===== src/rtl/busDecPkg.sv =====
package busDecPkg;

  // Strobes handed from the control path to the datapath each cycle.
  typedef struct packed {
    logic wrA;        // registered write pulse, channel A
    logic wrB;        // registered write pulse, channel B
    logic rdA;        // registered read pulse, channel A
    logic rdB;        // registered read pulse, channel B
    logic capture;    // combinational: latch address/data at this edge
    logic readOn;     // registered: a read is in progress
    logic readFromA;  // registered: the read in progress targets channel A
  } busStrobes_t;

endpackage


===== src/rtl/strobeSync.sv =====
// Brings an asynchronous active-high level into the clock domain through
// a chain of flops. Reset value is the inactive level.
module strobeSync #(
  parameter int STAGES = 2
) (
  input  logic clk,
  input  logic rstN,
  input  logic levelIn,
  output logic levelOut
);

  logic [STAGES-1:0] chain;

  generate
    for (genvar i = 0; i < STAGES; i++) begin : gStage
      if (i == 0) begin : gFirst
        always_ff @(posedge clk or negedge rstN) begin
          if (!rstN) chain[0] <= 1'b0;
          else       chain[0] <= levelIn;
        end
      end else begin : gRest
        always_ff @(posedge clk or negedge rstN) begin
          if (!rstN) chain[i] <= 1'b0;
          else       chain[i] <= chain[i-1];
        end
      end
    end
  endgenerate

  assign levelOut = chain[STAGES-1];

endmodule


===== src/rtl/busCtrl.sv =====
// Control path: synchronises the strobes, finds their leading edges,
// qualifies them with chip select and routes them to a channel.
module busCtrl
  import busDecPkg::*;
#(
  parameter int SYNC_STAGES = 2
) (
  input  logic        clk,
  input  logic        rstN,
  input  logic        chipSelN,
  input  logic        chanSel,
  input  logic        broadcastOn,
  input  logic        wrN,
  input  logic        rdN,
  output busStrobes_t strobes
);

  logic wrLvl, rdLvl;
  logic wrPrev, rdPrev;
  logic wrRise, rdRise;
  logic wrHit, rdHit;
  logic csActive;
  logic toA, toB;

  strobeSync #(.STAGES(SYNC_STAGES)) uWrSync (
    .clk(clk), .rstN(rstN), .levelIn(~wrN), .levelOut(wrLvl)
  );
  strobeSync #(.STAGES(SYNC_STAGES)) uRdSync (
    .clk(clk), .rstN(rstN), .levelIn(~rdN), .levelOut(rdLvl)
  );

  always_ff @(posedge clk or negedge rstN) begin
    if (!rstN) begin
      wrPrev <= 1'b0;
      rdPrev <= 1'b0;
    end else begin
      wrPrev <= wrLvl;
      rdPrev <= rdLvl;
    end
  end

  always_comb begin
    csActive = ~chipSelN;
    wrRise   = wrLvl & ~wrPrev;
    rdRise   = rdLvl & ~rdPrev;
    wrHit    = wrRise & csActive;
    // A write arriving on the same edge takes precedence over a read.
    rdHit    = rdRise & csActive & ~wrHit;
    toA      = chanSel;
    toB      = ~chanSel;
  end

  always_ff @(posedge clk or negedge rstN) begin
    if (!rstN) begin
      strobes.wrA       <= 1'b0;
      strobes.wrB       <= 1'b0;
      strobes.rdA       <= 1'b0;
      strobes.rdB       <= 1'b0;
      strobes.readOn    <= 1'b0;
      strobes.readFromA <= 1'b0;
    end else begin
      strobes.wrA <= wrHit & (toA | broadcastOn);
      strobes.wrB <= wrHit & (toB | broadcastOn);
      strobes.rdA <= rdHit & toA;
      strobes.rdB <= rdHit & toB;
      if (rdHit) begin
        strobes.readOn    <= 1'b1;
        strobes.readFromA <= toA;
      end else if (!rdLvl) begin
        strobes.readOn    <= 1'b0;
      end
    end
  end

  assign strobes.capture = wrHit | rdHit;

endmodule


===== src/rtl/busDatapath.sv =====
// Datapath: address and write-data latches, read-data multiplexer.
module busDatapath
  import busDecPkg::*;
#(
  parameter int ADDR_W = 3,
  parameter int DATA_W = 8
) (
  input  logic              clk,
  input  logic              rstN,
  input  busStrobes_t       strobes,
  input  logic [ADDR_W-1:0] regAddr,
  input  logic [DATA_W-1:0] wrData,
  input  logic [DATA_W-1:0] rdDataA,
  input  logic [DATA_W-1:0] rdDataB,
  output logic [ADDR_W-1:0] regAddrOut,
  output logic [DATA_W-1:0] wrDataOut,
  output logic [DATA_W-1:0] rdDataOut,
  output logic              rdDataOe
);

  localparam logic [DATA_W-1:0] IDLE_DATA = '0;

  always_ff @(posedge clk or negedge rstN) begin
    if (!rstN) begin
      regAddrOut <= '0;
      wrDataOut  <= '0;
    end else if (strobes.capture) begin
      regAddrOut <= regAddr;
      wrDataOut  <= wrData;
    end
  end

  always_comb begin
    rdDataOe = strobes.readOn;
    if (!strobes.readOn)        rdDataOut = IDLE_DATA;
    else if (strobes.readFromA) rdDataOut = rdDataA;
    else                        rdDataOut = rdDataB;
  end

endmodule


===== src/rtl/dualChanBusDecoder.sv =====
module dualChanBusDecoder
  import busDecPkg::*;
#(
  parameter int ADDR_W      = 3,
  parameter int DATA_W      = 8,
  parameter int SYNC_STAGES = 2
) (
  input  logic              clk,
  input  logic              rstN,
  input  logic              chipSelN,
  input  logic              chanSel,
  input  logic [ADDR_W-1:0] regAddr,
  input  logic              wrN,
  input  logic              rdN,
  input  logic [DATA_W-1:0] wrData,
  input  logic              broadcastOn,
  input  logic [DATA_W-1:0] rdDataA,
  input  logic [DATA_W-1:0] rdDataB,
  output logic              wrPulseA,
  output logic              wrPulseB,
  output logic              rdPulseA,
  output logic              rdPulseB,
  output logic [ADDR_W-1:0] regAddrOut,
  output logic [DATA_W-1:0] wrDataOut,
  output logic [DATA_W-1:0] rdDataOut,
  output logic              rdDataOe
);

  busStrobes_t strobes;

  busCtrl #(.SYNC_STAGES(SYNC_STAGES)) uCtrl (
    .clk(clk), .rstN(rstN), .chipSelN(chipSelN), .chanSel(chanSel),
    .broadcastOn(broadcastOn), .wrN(wrN), .rdN(rdN), .strobes(strobes)
  );

  busDatapath #(.ADDR_W(ADDR_W), .DATA_W(DATA_W)) uPath (
    .clk(clk), .rstN(rstN), .strobes(strobes), .regAddr(regAddr),
    .wrData(wrData), .rdDataA(rdDataA), .rdDataB(rdDataB),
    .regAddrOut(regAddrOut), .wrDataOut(wrDataOut),
    .rdDataOut(rdDataOut), .rdDataOe(rdDataOe)
  );

  assign wrPulseA = strobes.wrA;
  assign wrPulseB = strobes.wrB;
  assign rdPulseA = strobes.rdA;
  assign rdPulseB = strobes.rdB;

endmodule


===== config.mk =====
export PLATFORM = sky130hd
export DESIGN_NAME = dualChanBusDecoder
export DESIGN_NICKNAME = d
export VERILOG_FILES = /design/src/rtl/busDecPkg.sv /design/src/rtl/strobeSync.sv /design/src/rtl/busCtrl.sv /design/src/rtl/busDatapath.sv /design/src/rtl/dualChanBusDecoder.sv
export SDC_FILE = /design/constraint.sdc
export NUM_CORES = 1
export LEC_CHECK = 0
export CELL_PAD_IN_SITES_DETAIL_PLACEMENT = 0
export CELL_PAD_IN_SITES_GLOBAL_PLACEMENT = 1
export CORE_UTILIZATION = 45
export DETAILED_ROUTE_END_ITERATION = 12
export DONT_BUFFER_PORTS = 1
export PLACE_DENSITY = 0.84
export SLEW_MARGIN = 20
export SYNTH_ARGS = -nofsm -noshare
export SYNTH_HDL_FRONTEND = slang
export SYNTH_SLANG_ARGS = --single-unit

===== constraint.sdc =====
create_clock -name clk -period 1.55 [get_ports clk]
set_clock_uncertainty 0.15 [all_clocks]
set_input_delay 0.0775 -clock clk [delete_from_list [all_inputs] [get_ports clk]]
set_output_delay 0.0775 -clock clk [all_outputs]
set_load 0.005 [all_outputs]

### Word level (Yosys, flattened, before mapping)

Index checks and enable logic that the tools add are counted.

* register bits: 23
* bits in latches: 0
* bits in writable memories: 0
* memory bits (read-only): 0
* input port bits: 34
* output and inout bits: 24
* word-level logic and storage cells: 38
* memories kept: 0

* add/subtract/negate cells: 0
* $mul: 0
* divide/modulo/power cells: 0
* order comparisons: 0
* eq/ne operators: 1
* shifts and indexed selects: 0
* mux-type cells: 4
* bitwise operators: 19
* reductions and logical operators: 0

Operator list (count)
* 8-bit two-way mux: 2
* 1-bit AND: 9
* 1-bit inverter: 7
* 1-bit bitwise OR: 3
* 1-bit two-way mux: 2
* 2-bit by 1-bit inequality test with 1-bit output, second input constant: 1

### Logic depth before layout (Yosys ltp)

Gate-level depths: netlist of the first run.

* depth after elaboration: 6
* depth in mapped cells: 4
* gate-level depth less buffers: 3

### By module

A second synthesis of the first run with hierarchy kept.

* cells, all modules: 69
* area, all modules: 987.2 um2

By module, submodules not included
* busDatapath: instances 1, cells each 41, area each 593.1 um2, seq. area each 275.3 um2
* busCtrl: instances 1, cells each 24, area each 294.0 um2, seq. area each 200.2 um2
* strobeSync: instances 2, cells each 2, area each 50.0 um2, seq. area each 50.0 um2

### Least setup slack after synthesis of the first run

Ideal clock, no wire load.

* kind: register -> register
* from: reg uCtrl.rdPrev
* to: reg uPath.regAddrOut[0]
* setup time: 0.125 ns
* arrival: 1.138 ns
* setup slack: 0.137 ns
* stages on the path, launching flop included: 5
* period minus slack after synthesis: 1.413 ns
* cells stage by stage: dfrtp_1 > nand2b_4 > a21oi_2 > buf_6 > mux2_4

* longest elaborated chain between the ends: 5

Ends and longest elaborated chain
* from (decl): line busCtrl.sv:19 `logic wrPrev, rdPrev;`
* from (signal assigned): line busCtrl.sv:38 `rdPrev <= rdLvl;`
* 1-bit inverter: line busCtrl.sv:45 `rdRise = rdLvl & ~rdPrev;`
* 1-bit AND: line busCtrl.sv:45
* 1-bit AND (2 in a row): line busCtrl.sv:48 `rdHit = rdRise & csActive & ~wrHit;`
* 1-bit bitwise OR: line busCtrl.sv:75 `assign strobes.capture = wrHit | rdHit;`
* to (signal assigned): line busDatapath.sv:28 `regAddrOut <= regAddr;`
* to (decl): line busDatapath.sv:15 `output logic [ADDR_W-1:0] regAddrOut,`

No other way between the ends.
A chain may end at the register's enable or synchronous reset.

### Final worst setup path of the first run

* from: reg uCtrl.wrPrev
* to: reg uCtrl.strobes[5] (netlist name)

* longest elaborated chain between the ends: 4

Ends and longest elaborated chain
* from (decl): line busCtrl.sv:19
* from (signal assigned): line busCtrl.sv:37 `wrPrev <= wrLvl;`
* 1-bit inverter: line busCtrl.sv:44 `wrRise = wrLvl & ~wrPrev;`
* 1-bit AND: line busCtrl.sv:44
* 1-bit AND: line busCtrl.sv:46 `wrHit = wrRise & csActive;`
* 1-bit AND: line busCtrl.sv:63 `strobes.wrB <= wrHit & (toB | broadcastOn);`

No other way between the ends.

==> results of run 1 <==
routing by layer:
| metal | wire length (um) | up-vias | global-route usage, % |
|---|---|---|---|
| li1 | - | 273 | - |
| met5 | 0 | - | 0 |
| met4 | 27 | 0 | 8.824 |
| met1 | 634 | 299 | 16.22 |
| met3 | 145 | 4 | 4.361 |
| met2 | 901 | 38 | 25.93 |
logic make-up after synthesis:
kind of cell           count (synthesis)  synth area share [%]
flip-flops                            23                 58.23
buffers and inverters                  4                 2.405
AO/OA/AOI/OAI                          2                 1.646
AND/OR/NAND/NOR                       20                 13.29
multiplexers                          19                 24.43
through the flow:
| step | power (uW) | worst slack (ps) | cell area, sq um | util [%] | instances |
|---|---|---|---|---|---|
| after global routing | 1287 | 17.36 | 1246 | 61.63 | 118 |
| after CTS | 1236 | 41.11 | 1232 | 60.95 | 116 |
| after global placement | 911.8 | 102.1 | 1026 | 50.74 | 94 |
| final | 1226 | 90.63 | 1246 | 61.63 | 118 |
| after detailed placement | 920.0 | 70.78 | 1026 | 50.74 | 94 |
| after floorplan | 887.9 | 137.3 | 988.4 | - | 68 |
power by group:
| group | switching [uW] | internal, uW | leakage, uW |
|---|---|---|---|
| clock | 166 | 100 | 0.0000150 |
| combinational | 65.1 | 151 | 0.000288 |
| sequential | 73.6 | 670 | 0.000278 |
state kept, by name (all words and copies together), names as in the netlist:
name / flops
uCtrl.strobes: 6
uCtrl.uWrSync.levelOut: 1
uPath.wrDataOut: 8
uCtrl.rdPrev: 1
uCtrl.wrPrev: 1
uCtrl.uRdSync.chain: 1
uCtrl.uRdSync.levelOut: 1
uPath.regAddrOut: 3
uCtrl.uWrSync.chain: 1
path summary, 6_finish.rpt:
check | slack (ps) | cells past startpoint | start | to
hold / removal | 100 | 2 | rstN | uCtrl.uRdSync.chain[0]$_DFF_PN0_
setup reg to reg | 90 | 3 | uCtrl.wrPrev$_DFF_PN0_ | uCtrl.strobes[5]$_DFF_PN0_
setup / recovery | 90 | 3 | uCtrl.wrPrev$_DFF_PN0_ | uCtrl.strobes[5]$_DFF_PN0_
max in group asynchronous | 800 | 2 | rstN | uCtrl.strobes[0]$_DFFE_PN0P_
hold reg to reg | 210 | 0 | uCtrl.uRdSync.chain[0]$_DFF_PN0_ | uCtrl.uRdSync.levelOut$_DFF_PN0_
min in group clk | 180 | 2 | rdDataB[3] | rdDataOut[3]
layout make-up:
type	count	area [sq um]	area share, %
Sequential cell	23	576.8	46.28
Clock buffer	4	26.28	2.108
Tap cell	27	33.78	2.711
Inverter	2	7.507	0.6024
Multi-Input combinational cell	41	389.1	31.22
Timing Repair Buffer	21	212.7	17.07
Yosys cell counts:
cell type | n | area [sq um]
a21o_1 | 1 | 7.510
a21oi_2 | 1 | 8.760
and3_1 | 1 | 6.260
buf_2 | 1 | 5.000
buf_6 | 1 | 11.26
dfrtp_1 | 23 | 575.6
inv_1 | 2 | 7.510
mux2_2 | 1 | 11.26
mux2_4 | 10 | 150.1
mux2i_1 | 8 | 80.08
nand2_1 | 3 | 11.26
nand2b_4 | 2 | 27.53
nor2_1 | 2 | 7.510
nor2b_1 | 9 | 56.30
nor3_1 | 2 | 10.01
nor3b_2 | 1 | 12.51
worst register-to-register path: stages, from the launching register on:
cell and delay, ps:
dfrtp_1 380, nand2b_4 150, nor3_1 160, dlygate4sd3_1 560
timing repair:
action	4_1_cts	5_1_grt
gates resized for setup	0	1
endpoints found under the setup margin	0	5
hold buffers	18	1
hold endpoints to repair	42	23
buffers inserted	0	1
==> metrics.md, run 1 <==
| Metric | Value |
|---|---|
| Core ar. | 2022 sq um |
| Wire length per cell | 14.48 um |
| Grt ovf | 0 |
| Crit-path slowest cell | dlygate4sd3_1 |
| WHS | 99.34 ps |
| Routed via count | 614 |
| Setup TNS | 0 ps |
| Num CTS Buffers | 3 |
| Final wirelength | 1709 um |
| Share of layout cells above drive strength 1 | 24.18% |
| Root Driver | clkbuf_4 |
| Syn Nets | 102 |
| Iter 0 DRT Violations | 2 |
| Peak supply drop | 0.7072 mV |
| CTS Sinks | 23 |
| Mean number of vias per cell | 5.203 |
| Synthesis-to-finish area growth | 26.08% |
| Synthesized instance count | 68 |
| Nets | 126 |
| Gpl congestion | 0.6476 |
| FP Rows | 16 |
| Buffers on Ports | 0 |
| Cell area after synthesis | 988.4 sq um |
| Clk Latency, worst-skew pair | 300 ps |
| Reg clk slew, reported paths | 120 ps |
| Yosys cell types | 16 |
| Fin crit share | 94.15% |
| Critical path class | reg -> reg |
| Commonest non-fill, non-tap cell in the layout | dfrtp_1 |
| Synthesis-stage register bit count | 23 |
| CTS tree | done |
| Antenna fix cells | 0 |
| P_leak | 0.0005810 uW |
| Fmax | 685.2 MHz |
| Critical path endpoint category | register |
| Pins Over Slew Limit | 0 |
| First-pass GRT wire length | 2587 um |
| RSZ-0062 raised after global routing | false |
| Relative slew slack | 67.80% |
| Startpoint types | register |
| Final setup fails | 0 |
| Delay-heaviest family, CP | buffers and inverters |
| GRT Overall Usage | 15.01% |
| CP Cell Sequence | nand2b_4, nor3_1, dlygate4sd3_1 |
| Worst-Margin Slew | 483.1 ps |
| Antenna viol nets, final | 0 |
| Htree depth | 1 |
| Buffers & Inverters on Critical Path | 1 |
| Sequential-to-total area share from yosys stat | 58.23% |
| DIE AREA | 2388 sq um |
| PD cells | 984.1 nW/um^2 |
| Max clock buf depth | 2 |
| Largest net degree at the start of global routing | 24 |
| Final Hold Vio Count | 0 |
| Avg Cell Area, Syn | 14.54 sq um |
| Remaining DRCs | 0 |
| Vias in the first global route | 581 |
| Worst Hold Class | in -> async |
| Worst EP arrival | 1560 ps |
| Status | finished, final reports clean |
| DIE HEIGHT | 48.87 um |
| Initial antenna violation count | 0 |
| Final Critical Period | 1459 ps |
| First-pass DRT Iterations | 3 |
| Crit Path Max Fanout | 5 |
| Max Cap Viol | 0 |
| Ports | 58 |
| Commonest non-fill, non-tap cells in the layout | 22 x dfrtp_1, 18 x dlygate4sd3_1, 10 x mux2_4, 9 x nor2b_1, 8 x mux2i_1 |
| Initial core utilization | 48.89% |
| Filler instances | 147 |
| Slowest stage delay, CP | 560 ps |
| CP Data Required Time | 1650 ps |
| DIE WIDTH | 48.87 um |
| YS warnings | 0 |
Power figures use the tool's default switching activity.
==> inputs of run 2 (changes only) <==
==> constraint.sdc (replaced) <==
create_clock -name clk -period 1.55 [get_ports clk]
set_clock_uncertainty 0.15 [all_clocks]
set_input_delay 0.2325 -clock clk [delete_from_list [all_inputs] [get_ports clk]]
set_output_delay 0.2325 -clock clk [all_outputs]
set_load 0.005 [all_outputs]
==> metrics.md, run 2 (synthesis gave the netlist of run 1 again) <==
| Metric | Value |
|---|---|
| First-pass DRT Iterations | 2 (-1) |
| PD cells | 991.2 nW/um^2 (+0.72%) |
| GR Util met1 | 16.43% (+0.21 points) |
| CTS Sinks | 23 (unchanged) |
| CP Data Required Time | 1170 ps (-480 ps) |
| Final Hold Vio Count | 0 (unchanged) |
| Remaining DRCs | 0 (unchanged) |
| Combinational share of power | 17.5% (about the same) |
| Startpoint types | register |
| Fin crit share | 98.74% (+4.6 points) |
| Seq pwr share | 60.7% (about the same) |
| Iter 0 DRT Violations | 1 (-1) |
| Crit-path slowest cell | dfrtp_2 |
| Clk pwr share | 21.8% (about the same) |
| Gpl congestion | 0.6476 (unchanged) |
| Pins Over Slew Limit | 0 (unchanged) |
| Fmax | 653.4 MHz (-4.6%) |
| DIE AREA | 2388 sq um (unchanged) |
| Status | finished, final reports clean |
| Gr busiest metal | met2 |
| Antenna fix cells | 0 (unchanged) |
| Grt ovf | 0 (unchanged) |
| Final wirelength | 1704 um (-0.29%) |
| Critical path class | reg -> out |
| Largest registers | uPath.wrDataOut: 8 flops, uCtrl.strobes: 6 flops, uPath.regAddrOut: 3 flops |
| Final core occ | 61.14% (-0.50 points) |
| Relative slew slack | 67.63% (-0.16 points) |
| Ports | 58 (unchanged) |
| RSZ-0062 raised after global routing | true |
| CP Cell Sequence | mux2i_1, nor2b_1 |
| Worst EP arrival | 1150 ps (-410 ps) |
| Synthesis-to-finish area growth | 25.06% |
| Buffers on Ports | 0 (unchanged) |
| FP Rows | 16 (unchanged) |
| Htree depth | 1 (unchanged) |
| Slowest stage delay, CP | 520 ps (-40 ps) |
| Worst-Margin Slew | 485.5 ps (+2.425 ps) |
| Peak supply drop | 0.7073 mV (about the same) |
| Vias in the first global route | 587 (+1.0%) |
| Mean number of vias per cell | 5.145 (-1.1%) |
| Antenna viol nets, final | 0 (unchanged) |
| Commonest non-fill, non-tap cells in the layout | 22 x dfrtp_1, 17 x dlygate4sd3_1, 10 x mux2_4, 9 x nor2b_1, 8 x mux2i_1 |
| Largest net degree at the start of global routing | 24 (unchanged) |
| DIE WIDTH | 48.87 um (unchanged) |
| Max clock buf depth | 2 (unchanged) |
| Worst Hold Class | in -> reg |
| Sw frac | 24.88% (about the same) |
| DIE HEIGHT | 48.87 um (unchanged) |
| Cell Count, Final, Fillers Out | 117 (-0.85%) |
| Initial core utilization | 48.89% (unchanged) |
| Placed instance count | 94 (unchanged) |
| P_leak | 0.0005745 uW (-1.1%) |
| Clk Latency, worst-skew pair | 300 ps (about the same) |
| First-pass GRT wire length | 2622 um (+1.4%) |
| Share of layout cells above drive strength 1 | 24.44% (+0.27 points) |
| Commonest non-fill, non-tap cell in the layout | dfrtp_1 |
| Max Cap Viol | 0 (unchanged) |
| Buffers & Inverters on Critical Path | 0 (-1) |
| Critical path endpoint category | output pin |
| Wire length per cell | 14.56 um (+0.56%) |
| CTS tree | done |
| P_int | 920.5 uW (-0.12%) |
| Num CTS Buffers | 3 (unchanged) |
| Switch Pwr | 304.8 uW (about the same) |
| Final setup fails | 0 (unchanged) |
| Met2 Usage GRT | 25.93% (unchanged) |
| Delay-heaviest family, CP | flip-flops |
| Nets | 125 (-0.79%) |
| Initial antenna violation count | 0 (unchanged) |
| Final Critical Period | 1530 ps (+71.05 ps) |
| Crit Path Max Fanout | 9 (+4) |
| Most flops, register | uPath.wrDataOut |
| Met3 usage | 4.673% (+0.31 points) |
| Root Driver | clkbuf_4 |
| GRT Overall Usage | 15.14% (+0.13 points) |
| Routed via count | 602 (-2.0%) |
| Reg clk slew, reported paths | 120 ps (about the same) |
| Core ar. | 2022 sq um (unchanged) |
| Largest register FFs | 8 (unchanged) |
==> run 2: changes by cell type in the layout (fill, tap and decap cells not counted) <==
cell	before	now
dlygate4sd3_1	18	17
==> run 2: path summary, 6_finish.rpt <==
path | start | endpoint | slack (ps) | cells after the start
max in group asynchronous | rstN | uCtrl.strobes[0]$_DFFE_PN0P_ | 640 | 2
setup / recovery | uCtrl.strobes[0]$_DFFE_PN0P_ | rdDataOut[7] | 20 | 2
setup reg to reg | uCtrl.rdPrev$_DFF_PN0_ | uPath.regAddrOut[2]$_DFFE_PN0P_ | 90 | 4
min in group asynchronous | rstN | uCtrl.uRdSync.chain[0]$_DFF_PN0_ | 250 | 2
hold reg to reg | uCtrl.uRdSync.chain[0]$_DFF_PN0_ | uCtrl.uRdSync.levelOut$_DFF_PN0_ | 210 | 0
hold / removal | chipSelN | uPath.wrDataOut[5]$_DFFE_PN0P_ | 160 | 3
==> run 2: worst min-delay path: cells and delay by family <==
family | cells | cell delay (ps)
buffers and inverters | 1 | 140
multiplexers | 1 | 190
AO/OA/AOI/OAI | 1 | 20
==> run 2: per-stage QoR <==
step           area [sq um]  setup TNS, ps  total power, uW  hold slack, ps  worst slack [ps]
2_1_floorplan         988.4              0            887.9          -213.1             137.3
3_3_place_gp           1026              0            911.8          -212.7             102.1
3_5_place_dp           1026              0            920.0          -212.7             70.78
4_1_cts                1224              0             1235           151.4             19.82
5_1_grt                1236         -164.7             1286           148.7            -37.56
6_report               1236              0             1225           156.5             19.58
==> run 2: repair_timing <==
item	in CTS	in global routing
hold endpoints to repair	41	23
setup buffers	0	1
hold buffers	17	1
endpoints found under the setup margin	8	9
pin swaps	0	0
gates resized for setup	1	0
==> run 2: power groups by stage <==
stage	Sequential, uW	Clock [uW]	Combinational, uW
final	744	267	214
after global routing	754	300	232
after CTS	747	277	211
after detailed placement	756	0	164
after global placement	753	0	159
after floorplan	721	0	167
==> run 2: cell type report <==
class	instances	area (sq um)
sequential	23	576.8
multi-input combinational	41	389.1
tap	27	33.78
inverter	2	7.507
timing repair buffer	20	202.7
fill	149	785.8
clock buffer	4	26.28
==> run 2: layer usage <==
layer	share of wire (%)	up-vias
li1	-	270
met1	37	290
met2	52	38
met3	9.0	4
met4	1.7	0
met5	0	-
